--- config.mk ---
export PLATFORM = sky130hd
export DESIGN_NAME = conv_seq_top
export DESIGN_NICKNAME = d
export VERILOG_FILES = /design/src/rtl/conv_seq_pkg.sv /design/src/rtl/conv_sync.sv /design/src/rtl/conv_start_qual.sv /design/src/rtl/conv_len_ctr.sv /design/src/rtl/conv_seq_top.sv
export SDC_FILE = /design/constraint.sdc
export NUM_CORES = 1
export LEC_CHECK = 0
export BUFFER_PORTS_ARGS = -buffer_cell sky130_fd_sc_hd__buf_4
export CELL_PAD_IN_SITES_DETAIL_PLACEMENT = 1
export CELL_PAD_IN_SITES_GLOBAL_PLACEMENT = 1
export CORE_AREA = 10 10 69 71
export DETAILED_ROUTE_END_ITERATION = 10
export DIE_AREA = 0 0 79 81
export PLACE_DENSITY = 0.83
export SLEW_MARGIN = 20
export SYNTH_ARGS = -nofsm -noshare
export SYNTH_HDL_FRONTEND = slang
export SYNTH_SLANG_ARGS = --single-unit
--- constraint.sdc ---
create_clock -name clk -period 3.3 [get_ports clk]
set_input_delay 0.495 -clock clk [delete_from_list [all_inputs] [get_ports clk]]
set_output_delay 0.495 -clock clk [all_outputs]
set_load 0.02 [all_outputs]
--- src/rtl/conv_seq_pkg.sv ---
package conv_seq_pkg;
  typedef enum logic [1:0] {
    ST_IDLE  = 2'd0,
    ST_ARMED = 2'd1,
    ST_CONV  = 2'd2
  } seq_state_e;
endpackage

--- src/rtl/conv_sync.sv ---
// Multi-stage synchroniser for an asynchronous level; resets to the idle-high value.
module conv_sync #(
  parameter int STAGES = 2
) (
  input  logic clk,
  input  logic rst,
  input  logic d_async,
  output logic q
);
  logic [STAGES-1:0] shreg;

  always_ff @(posedge clk) begin
    if (rst) shreg <= '1;
    else     shreg <= {shreg[STAGES-2:0], d_async};
  end

  assign q = shreg[STAGES-1];
endmodule

--- src/rtl/conv_start_qual.sv ---
// Qualifies the low width of the synchronised start level.
module conv_start_qual #(
  parameter int MIN_LOW = 2
) (
  input  logic clk,
  input  logic rst,
  input  logic start_s,
  output logic qual_edge,
  output logic rise_ok
);
  localparam int LW = $clog2(MIN_LOW + 1);

  logic [LW-1:0] low_cnt;

  always_ff @(posedge clk) begin
    if (rst)                       low_cnt <= '0;
    else if (start_s)              low_cnt <= '0;
    else if (low_cnt != LW'(MIN_LOW)) low_cnt <= low_cnt + 1'b1;
  end

  // first cycle in which the low level has lasted MIN_LOW clocks
  assign qual_edge = !start_s && (low_cnt == LW'(MIN_LOW - 1));
  // release of a low level that was long enough
  assign rise_ok   = start_s && (low_cnt == LW'(MIN_LOW));
endmodule

--- src/rtl/conv_len_ctr.sv ---
// Conversion length counter with bounded per-access stretch.
module conv_len_ctr #(
  parameter int BASE        = 56,
  parameter int MAX_STRETCH = 17
) (
  input  logic clk,
  input  logic rst,
  input  logic load,
  input  logic run,
  input  logic access,
  output logic finish
);
  localparam int CW = $clog2(BASE + MAX_STRETCH + 2);
  localparam int SW = $clog2(MAX_STRETCH + 1);

  logic [CW-1:0] cnt, tgt, nxt_cnt, nxt_tgt;
  logic [SW-1:0] ext;
  logic          bump;

  always_comb begin
    bump    = run && access && (ext != SW'(MAX_STRETCH));
    nxt_cnt = cnt + 1'b1;
    nxt_tgt = tgt + CW'(bump);
    finish  = run && (nxt_cnt >= nxt_tgt);
  end

  always_ff @(posedge clk) begin
    if (rst) begin
      cnt <= '0;
      tgt <= CW'(BASE);
      ext <= '0;
    end else if (load) begin
      cnt <= '0;
      tgt <= CW'(BASE);
      ext <= '0;
    end else if (run) begin
      cnt <= nxt_cnt;
      tgt <= nxt_tgt;
      ext <= ext + SW'(bump);
    end
  end
endmodule

--- src/rtl/conv_seq_top.sv ---
// Conversion sequencer: start qualification, busy/hold control, stretched length.
module conv_seq_top #(
  parameter int SYNC_STAGES  = 2,
  parameter int MIN_LOW      = 2,
  parameter int BASE_CYCLES  = 56,
  parameter int MAX_STRETCH  = 17
) (
  input  logic clk,
  input  logic rst,
  input  logic start_n,
  input  logic bus_access_low,
  output logic busy_n,
  output logic hold,
  output logic converting,
  output logic done,
  output logic overlap_err
);
  import conv_seq_pkg::*;

  seq_state_e state;
  logic start_s, qual_edge, rise_ok, finish, load, run;

  conv_sync #(.STAGES(SYNC_STAGES)) u_sync (
    .clk(clk), .rst(rst), .d_async(start_n), .q(start_s)
  );

  conv_start_qual #(.MIN_LOW(MIN_LOW)) u_qual (
    .clk(clk), .rst(rst), .start_s(start_s),
    .qual_edge(qual_edge), .rise_ok(rise_ok)
  );

  assign load = (state == ST_ARMED) && rise_ok;
  assign run  = (state == ST_CONV);

  conv_len_ctr #(.BASE(BASE_CYCLES), .MAX_STRETCH(MAX_STRETCH)) u_len (
    .clk(clk), .rst(rst), .load(load), .run(run),
    .access(bus_access_low), .finish(finish)
  );

  always_ff @(posedge clk) begin
    if (rst) begin
      state       <= ST_IDLE;
      busy_n      <= 1'b1;
      hold        <= 1'b0;
      converting  <= 1'b0;
      done        <= 1'b0;
      overlap_err <= 1'b0;
    end else begin
      done <= 1'b0;
      unique case (state)
        ST_IDLE: begin
          if (qual_edge) begin
            state  <= ST_ARMED;
            busy_n <= 1'b0;
          end
        end
        ST_ARMED: begin
          if (rise_ok) begin
            state      <= ST_CONV;
            busy_n     <= 1'b1;
            hold       <= 1'b1;
            converting <= 1'b1;
          end
        end
        ST_CONV: begin
          if (qual_edge) overlap_err <= 1'b1;  // request dropped
          if (finish) begin
            state      <= ST_IDLE;
            hold       <= 1'b0;
            converting <= 1'b0;
            done       <= 1'b1;
          end
        end
        default: state <= ST_IDLE;
      endcase
    end
  end
endmodule

==> flow_summary.yaml, run 1 <==
finish:
  leading_cell_type_in_the_layout_fill_and_taps_excluded: "sky130_fd_sc_hd__dfxtp_1"
  finish.net_count: 195
  antenna_cells_inserted: 0
  areaGrowthSynthToFinish_pct: 8.623
  layout_common_cells: "29 x sky130_fd_sc_hd__dfxtp_1, 23 x sky130_fd_sc_hd__nand2_1, 23 x sky130_fd_sc_hd__nor2_1"
  final_area_sq_mm: 0.001639
  final_layout_size_suffix_gt1_share_pct: 14.61
  post_layout_cell_count: 226
sta:
  tightest_slew_ps: 625.1
  max_freq_ghz: 0.3386
  layout_min_cycle_time_ps: 2953
  setup-tns-final_ps: 0
  worst_clock_skew_ps: 17.74
  drv_slew: 0
  timing.slew.headroom_pct: 58.33
  final.period_utilization_pct: 89.48
  timing.final.setup_violations: 0
  grt_setup_unrepaired: "false"
  final_hold_viol_count: 0
synth:
  syn_avg_cell_area_sq_um: 8.982
  synth_ff_type: "sky130_fd_sc_hd__dfxtp_1"
  synth_area_sq_mm: 0.001509
  synth_seq_cells: 29
  sequential_fraction_of_the_synthesis_area_pct: 38.47
  syn_nets: 186
  post_synth_inst_count: 168
  async_reset_ff_share_pct: 0
  distinct_cell_type_count_of_the_synthesized_netlist: 33
  yosysWarningCount: 0
  synth-edff-count: 0
worst_setup_path:
  cp_max_delay_cell: "sky130_fd_sc_hd__dfxtp_1"
  cp_common_cell: "sky130_fd_sc_hd__ha_1"
  worstRegToRegCells: 12
  worstPathCellList: "and2b_4, nand2_1, a21oi_1, ha_1, ha_1, nand3_2, xor2_1, ha_1, a211o_1, a21oi_1, o21ai_1, a211oi_1"
  critical_path_depth: 12
  critical_path_class: "reg2reg"
  regToRegStartpoint: "state[1]"
  timing.rr.end: "converting"
  critPathLaunch: "state[1]"
  max_stage_delay_ps: 460
  required_ps: 3550
  setup.worst_path.end_class: "register"
  critical_path.endpoint: "converting"
  critical_path_launch_point_type: "register"
  reg2reg_setup_slack_ps: 350
  worst-path-max-fanout: 14
  crit_family: "compound AO/OA/AOI/OAI gates"
  arrival_ps: 3210
  critical_path.n_buffers_inverters: 0
drt:
  route.detailed.vias_per_inst: 5.013
  ant_nets: 0
  detail_route.iter0.violations: 41
  drc: 0
  route.detailed.wl_per_inst_microns: 14.16
  drt_pass1_iterations: 2
  dr_vias: 1133
  wirelength_microns: 3201
run_status:
  outcome: "finished, final reports clean"
cts:
  clkSinkCount: 29
  cts_hold_buf: 0
  post-cts-setup-buffer-count: 0
  clk_latency_ps: 330
  cts.path.max_buffers: 2
  clock-root-buffer: "sky130_fd_sc_hd__clkbuf_4"
  clkSlewWorstSetupHoldPaths_ps: 100
  ctsHtreeMaxLevel: 2
  tritoncts: "built"
  postCtsResizedCells: 0
  tritoncts.num_buffers: 5
floorplanning:
  chipHeight_microns: 81
  initial_utilization_pct: 42.83
  ioPinCount: 9
  design.die.area_sq_mm: 0.006399
  coreArea_sq_mm: 0.003523
  die_w_microns: 79
  site_rows: 22
place:
  routabilityCongestion: 0.8026
  detailed_place.area_sq_mm: 0.001569
  portBuffers: 8
  dpl.hpwl_microns: 2390
  post-place-cells: 218
pwr:
  clockPowerShare_pct: 40.9
  ir_worst_vdd_mv: 0.3410
  power.internal_uw: 479.4
  cellLeakagePower_uw: 0.0006635
  switchingPower_uw: 138.4
  comb_power_share_pct: 2.0
  power.switching_fraction_pct: 22.41
  seq_power_share_pct: 57.1
  power_density_mw_per_mm2: 376.9
global_route:
  grt_pass1_vias: 1240
  grt_start_max_net_pins: 17
  grt_antenna_before_repair: 0
  congestion_overflow_gr: 0
  grt_pass1_wl_microns: 5568
  gr-usage-all-layers_pct: 10.91
run:
  cap_viol_max_count: 0
worst_hold_path:
  holdCritPathClass: "in2reg"
## through the flow
stage,utilization [%],setup slack (ps),total power (uW),hold WS (ps)
4_1_cts,46.52,334.8,624.9,346.9
3_5_place_dp,44.53,375.0,373.6,405.5
3_3_place_gp,44.53,551.0,372.8,397.1
5_1_grt,46.52,52.94,640.4,350.2
2_1_floorplan,-,656.8,371.2,389.5
6_report,46.52,347.1,617.8,358.0
## kinds of logic (layout without fill, tap and decap cells)
logic type               count (synthesis)  after routing  synth area share (%)
flip-flops                              29             29                 38.47
XOR/XNOR                                25             25                 14.51
AO/OA/AOI/OAI                           18             18                 7.215
AND/OR/NAND/NOR                         72             72                 23.22
adder cells (fa/ha/maj)                 14             14                 11.61
buffers and inverters                   10             20                 4.974
## worst min path at each step
stage                                 end  slack (ps)             from  depth (start not counted)
final                     u_sync.shreg[0]         360          start_n                          2
after global routing      u_sync.shreg[0]         350          start_n                          2
after CTS                 u_sync.shreg[0]         350          start_n                          2
after detailed placement  u_sync.shreg[1]         410  u_sync.shreg[0]                          1
after global placement    u_sync.shreg[1]         400  u_sync.shreg[0]                          1
after floorplan           u_sync.shreg[1]         390  u_sync.shreg[0]                          1
## flip-flops by register name (all words and copies together), names as in the netlist
register	cells
u_len.ext	5
done	1
converting	1
u_qual.low_cnt	2
overlap_err	1
u_len.tgt	7
busy_n	1
u_sync.shreg	2
state	2
u_len.cnt	7
## cells in the mapped netlist, types with 2 or more instances
| cell | instances | area [sq um] |
|---|---|---|
| sky130_fd_sc_hd__nor2_2 | 2 | 12.51 |
| sky130_fd_sc_hd__inv_1 | 4 | 15.01 |
| sky130_fd_sc_hd__nand2_1 | 23 | 86.33 |
| sky130_fd_sc_hd__nor3_1 | 7 | 35.03 |
| sky130_fd_sc_hd__ha_1 | 14 | 175.2 |
| sky130_fd_sc_hd__a21oi_1 | 10 | 50.05 |
| sky130_fd_sc_hd__or2_2 | 2 | 12.51 |
| sky130_fd_sc_hd__nor2_1 | 23 | 86.33 |
| sky130_fd_sc_hd__nand4_1 | 3 | 18.77 |
| sky130_fd_sc_hd__xor2_1 | 11 | 96.34 |
| sky130_fd_sc_hd__nand3_2 | 4 | 40.04 |
| sky130_fd_sc_hd__xnor2_1 | 14 | 122.6 |
| sky130_fd_sc_hd__buf_6 | 3 | 33.78 |
| sky130_fd_sc_hd__dfxtp_1 | 29 | 580.6 |
## worst reg2reg max path, stage by stage, from the launching register on
cell	delay [ps]
sky130_fd_sc_hd__dfxtp_1	460
sky130_fd_sc_hd__and2b_4	310
sky130_fd_sc_hd__nand2_1	90
sky130_fd_sc_hd__a21oi_1	190
sky130_fd_sc_hd__ha_1	200
sky130_fd_sc_hd__ha_1	220
sky130_fd_sc_hd__nand3_2	140
sky130_fd_sc_hd__xor2_1	170
sky130_fd_sc_hd__ha_1	320
sky130_fd_sc_hd__a211o_1	290
sky130_fd_sc_hd__a21oi_1	110
sky130_fd_sc_hd__o21ai_1	110
sky130_fd_sc_hd__a211oi_1	250
## final cells by class
| class | count | area [sq um] |
|---|---|---|
| fill | 449 | 1884 |
| timing repair buffer | 8 | 60.06 |
| sequential | 29 | 580.6 |
| clock inverter | 1 | 5.005 |
| inverter | 4 | 15.01 |
| clock buffer | 7 | 65.06 |
| multi-input combinational | 129 | 853.3 |
| tap | 48 | 60.06 |
## routing by layer
layer	vias to the layer above	GRT usage, %	routed length [microns]	share of wire, %
li1	582	-	-	-
met1	534	11.09	1403	44
met2	11	19.90	1645	51
met3	6	4.084	102	3.2
met4	0	4.301	49	1.5
met5	-	0	0	0
## power by group through the flow
stage               combinational (uW)  clock [uW]  sequential [uW]
floorplan                         10.5           0              361
global placement                  11.9           0              361
detailed placement                12.5           0              361
CTS                               12.6         259              353
global route                      14.1         273              353
finish                            12.4         252              353
Power figures use the tool's default switching activity.
==> run 2: changes to the inputs <==
Settings changed: BUFFER_PORTS_ARGS -buffer_cell sky130_fd_sc_hd__buf_4 to unset, CORE_AREA 10 10 69 71 to 10 10 68 70, DIE_AREA 0 0 79 81 to 0 0 78 80, DONT_BUFFER_PORTS set to 1.
==> run 2 against run 1 <==
Clock power rose by 21%. Cell count fell by 4.4%. Maximum frequency rose by 0.97%. Critical endpoint unchanged. Highest routed layer unchanged.
==> flow_summary.yaml, run 2 (same netlist as run 1, synthesis figures left out) <==
sta:
  worst_clock_skew_ps: 11.09
  max_freq_ghz: 0.3419
  hold_ws_ps: 233.4
  grt_setup_unrepaired: "false"
  drv_slew: 0
  timing.slew.headroom_pct: 60.42
  layout_min_cycle_time_ps: 2925
  tightest_slew_ps: 593.6
  setup-tns-final_ps: 0
  final.period_utilization_pct: 88.62
  final_hold_viol_count: 0
  timing.final.setup_violations: 0
finish:
  areaGrowthSynthToFinish_pct: 5.804
  multiInputGateArea_sq_um: 857.1
  layout_common_cells: "28 x sky130_fd_sc_hd__dfxtp_1, 23 x sky130_fd_sc_hd__nand2_1, 23 x sky130_fd_sc_hd__nor2_1"
  layout.area.seq_sq_um: 581.8
  leading_cell_type_in_the_layout_fill_and_taps_excluded: "sky130_fd_sc_hd__dfxtp_1"
  fill_cells: 390
  final_layout_size_suffix_gt1_share_pct: 11.18
  finish.net_count: 187
  layout_top_registers: "u_len.cnt (7), u_len.tgt (7), u_len.ext (5)"
  post_layout_cell_count: 216
  antenna_cells_inserted: 0
pwr:
  ir_worst_vdd_mv: 0.2680
  cellLeakagePower_uw: 0.0006272
  seq_power_share_pct: 53.1
  comb_power_share_pct: 1.1
  power.internal_uw: 534.6
  power_density_mw_per_mm2: 416.5
  clockPowerShare_pct: 45.8
  power.switching_fraction_pct: 19.61
  switchingPower_uw: 130.4
drt:
  drt_pass1_iterations: 3
  wirelength_microns: 3138
  dr_vias: 1120
  route.detailed.vias_per_inst: 5.185
  detail_route.iter0.violations: 38
  ant_nets: 0
  drc: 0
  route.detailed.wl_per_inst_microns: 14.53
worst_setup_path:
  setup.worst_path.end_class: "register"
  cp_common_cell: "sky130_fd_sc_hd__ha_1"
  cp_max_delay_cell: "sky130_fd_sc_hd__and2b_4"
  critical_path_class: "reg2reg"
  required_ps: 3540
  worstPathCellList: "and2b_4, nand2_1, a21oi_2, ha_1, ha_1, nand3_2, xor2_1, ha_1, a211o_1, a21oi_1, o21ai_1, a211oi_1"
  critical_path_launch_point_type: "register"
  max_stage_delay_ps: 370
  worst-path-max-fanout: 14
  critical_path.n_buffers_inverters: 0
  arrival_ps: 3170
  crit_family: "compound AO/OA/AOI/OAI gates"
run:
  cap_viol_max_count: 0
place:
  dpl.hpwl_microns: 2400
  post-place-cells: 208
  portBuffers: 0
  routabilityCongestion: 0.7503
worst_hold_path:
  holdCritPathClass: "in2reg"
global_route:
  grt_antenna_before_repair: 0
  grt_start_max_net_pins: 17
  gr-usage-all-layers_pct: 11.28
  congestion_overflow_gr: 0
  grt_pass1_wl_microns: 5671
  grt_pass1_vias: 1236
cts:
  postCtsResizedCells: 0
  clk_latency_ps: 320
  tritoncts.num_buffers: 5
  clock-root-buffer: "sky130_fd_sc_hd__clkbuf_4"
  tritoncts: "built"
  cts.path.max_buffers: 2
  ctsHtreeMaxLevel: 2
  post-cts-setup-buffer-count: 0
  cts_hold_buf: 0
  clkSlewWorstSetupHoldPaths_ps: 100
  clkSinkCount: 29
floorplanning:
  initial_utilization_pct: 45.94
  ioPinCount: 9
  die_w_microns: 78
  chipHeight_microns: 80
  site_rows: 21
  coreArea_sq_mm: 0.003284
  design.die.area_sq_mm: 0.006240
run_status:
  outcome: "finished, final reports clean"
run 2: cell type report:
class                      count  area share, %
clock buffer                   7          3.448
clock inverter                 1          1.881
inverter                       4         0.9404
multi-input combinational    129          53.68
sequential                    29          36.44
tap                           46          3.605
run 2: worst paths after layout:
check             startpoint  slack (ps)  depth (start not counted)               to
min reg2reg  u_sync.shreg[0]         430                          1  u_sync.shreg[1]
min                      rst         230                          1             done
max                 state[0]         380                         12       converting
max reg2reg         state[0]         380                         12       converting
run 2: stage by stage:
stage          total power, uW  cell area [sq um]  worst slack, ps  utilization, %
2_1_floorplan            371.2               1509            656.8               -
3_3_place_gp             368.3               1506            555.6           45.87
3_5_place_dp             369.0               1506            250.0           45.87
4_1_cts                  673.4               1592            239.5           48.46
5_1_grt                  687.8               1597            64.72           48.61
6_report                 665.0               1597            375.4           48.61
run 2: power by group through the flow:
stage | Combinational [uW] | Sequential [uW] | Clock [uW]
floorplan | 10.5 | 361 | 0
global route | 8.77 | 353 | 326
global placement | 7.29 | 361 | 0
finish | 7.61 | 353 | 304
detailed placement | 7.75 | 361 | 0
CTS | 7.85 | 353 | 312
run 2: metal layers:
metal | up-vias | track usage [%] | wire length [microns] | share of wire, %
met5 | - | 0 | 0 | 0
met3 | 8 | 4.730 | 184 | 5.9
met4 | 0 | 5.914 | 74 | 2.4
li1 | 562 | - | - | -
met1 | 532 | 10.75 | 1272 | 41
met2 | 18 | 20.40 | 1606 | 51
==> run 3: changes to the inputs <==
Settings changed: SETUP_SLACK_MARGIN set to 0.1.
Clock period 3.3 ns to 3.2 ns, I/O delays scaled along.
==> run 3 against run 2 <==
Sequential power increased by 3%. Die area unchanged. Count of clock-buffer cells in the layout unchanged. Clock power increased by 3%. First-iteration DRC count unchanged. Maximum frequency increased by 4.2%. Sequential cell count unchanged. Routed wire length increased by 0.80%. Critical path type unchanged. Largest power group unchanged.
==> flow_summary.yaml, run 3 (same netlist as run 1, synthesis figures left out) <==
run_status:
  outcome: "finished, final reports clean"
sta:
  final.period_utilization_pct: 87.70
  timing.final.setup_violations: 0
  tightest_slew_ps: 576.5
  layout_min_cycle_time_ps: 2806
  timing.slew.headroom_pct: 61.57
  max_freq_ghz: 0.3563
  grt_setup_unrepaired: "false"
  final_hold_viol_count: 0
  worst_clock_skew_ps: 10.51
  drv_slew: 0
  setup-tns-final_ps: 0
finish:
  leading_cell_type_in_the_layout_fill_and_taps_excluded: "sky130_fd_sc_hd__dfxtp_1"
  finish.net_count: 188
  final_area_sq_mm: 0.001612
  antenna_cells_inserted: 0
  fin_util_pct: 49.07
  layout_common_cells: "28 x sky130_fd_sc_hd__dfxtp_1, 23 x sky130_fd_sc_hd__nand2_1, 23 x sky130_fd_sc_hd__nor2_1"
  layout_top_registers: "u_len.cnt (7), u_len.tgt (7), u_len.ext (5)"
  final_layout_size_suffix_gt1_share_pct: 12.87
  areaGrowthSynthToFinish_pct: 6.800
worst_setup_path:
  required_ps: 3450
  max_stage_delay_ps: 360
  critical_path_launch_point_type: "register"
  setup.worst_path.end_class: "register"
  worstPathCellList: "and2b_4, nand2_1, a21oi_2, ha_1, ha_2, nand3_2, xor2_1, ha_1, a211o_1, a21oi_1, o21ai_1, a211oi_2"
  cp_max_delay_cell: "sky130_fd_sc_hd__dfxtp_1"
  cp_common_cell: "sky130_fd_sc_hd__ha_1"
  critical_path_class: "reg2reg"
  arrival_ps: 3060
  worst-path-max-fanout: 6
global_route:
  grt_antenna_before_repair: 0
  congestion_overflow_gr: 0
  grt_pass1_wl_microns: 5671
  grt_start_max_net_pins: 17
  gr-usage-all-layers_pct: 11.28
  grt_pass1_vias: 1236
floorplanning:
  coreArea_sq_mm: 0.003284
  design.die.area_sq_mm: 0.006240
  chipHeight_microns: 80
  initial_utilization_pct: 45.94
  ioPinCount: 9
  die_w_microns: 78
  site_rows: 21
pwr:
  switchingPower_uw: 134.9
  comb_power_share_pct: 1.1
  seq_power_share_pct: 53.1
  power_density_mw_per_mm2: 425.8
  ir_worst_vdd_mv: 0.2787
  power.internal_uw: 551.3
  clockPowerShare_pct: 45.8
  power.total_uw: 686.2
  cellLeakagePower_uw: 0.0006304
  power.switching_fraction_pct: 19.66
cts:
  tritoncts.num_buffers: 5
  cts.path.max_buffers: 2
  clkSinkCount: 29
  clk_latency_ps: 320
  clkSlewWorstSetupHoldPaths_ps: 100
  clock-root-buffer: "sky130_fd_sc_hd__clkbuf_4"
  ctsHtreeMaxLevel: 2
  tritoncts: "built"
place:
  routabilityCongestion: 0.7504
  dpl.hpwl_microns: 2400
  detailed_place.area_sq_mm: 0.001506
  portBuffers: 0
run:
  cap_viol_max_count: 0
worst_hold_path:
  holdCritPathClass: "in2reg"
drt:
  route.detailed.wl_per_inst_microns: 14.58
  ant_nets: 0
  dr_vias: 1130
  route.detailed.vias_per_inst: 5.207
  drt_pass1_iterations: 4
  drc: 0
  detail_route.iter0.violations: 38
  wirelength_microns: 3163
==> run 3: timing repair <==
action                                  CTS  global route
resized for setup                         0             4
hold buffers                              0             0
setup buffers                             0             1
endpoints found under the setup margin    0             3
==> run 3: final cells by class <==
class	count	area [sq um]
well taps	46	57.56
clock inverters	1	30.03
multi-input cells	129	864.6
clock buffers	7	55.05
inverters	4	15.01
fillers	393	1673
repair buffers	1	7.507
flip-flops and latches	29	581.8
==> run 3: critical path: cells and delay by family (launching register included) <==
family	cells	cell delay [ps]
flops	1	360
simple gates	3	510
compound gates	5	940
fa+ha+maj	3	730
xor+xnor	1	170
==> run 3: power by group through the flow <==
stage,logic (uW),clock network (uW),registers [uW]
final,7.79,314,364
after global routing,9.03,336,365
after CTS,8.09,322,364
after detailed placement,7.99,0,373
after global placement,7.52,0,372
after floorplan,10.8,0,372
==> run 3: path summary, 6_finish.rpt <==
check,from,to,slack [ps],depth (start not counted)
worst max-delay path,state[0],converting,390,12
worst min-delay path,rst,converting,210,1
worst max register to register,state[0],converting,390,12
worst min register to register,u_sync.shreg[0],u_sync.shreg[1],430,1
==> run 3: metrics by stage <==
stage          setup slack [ps]  hold WS (ps)  instances
6_report                  393.7         207.0        217
3_5_place_dp              150.0         410.9        208
2_1_floorplan             556.8         389.5        168
5_1_grt                   126.2         190.2        217
4_1_cts                   139.5         205.6        216
3_3_place_gp              455.6         401.1        208
==> run 3: layer usage <==
metal  GRT usage [%]  wire length [microns]
met5               0                      0
met2           20.40                   1623
met1           10.75                   1305
met4           5.914                     81
met3           4.730                    152
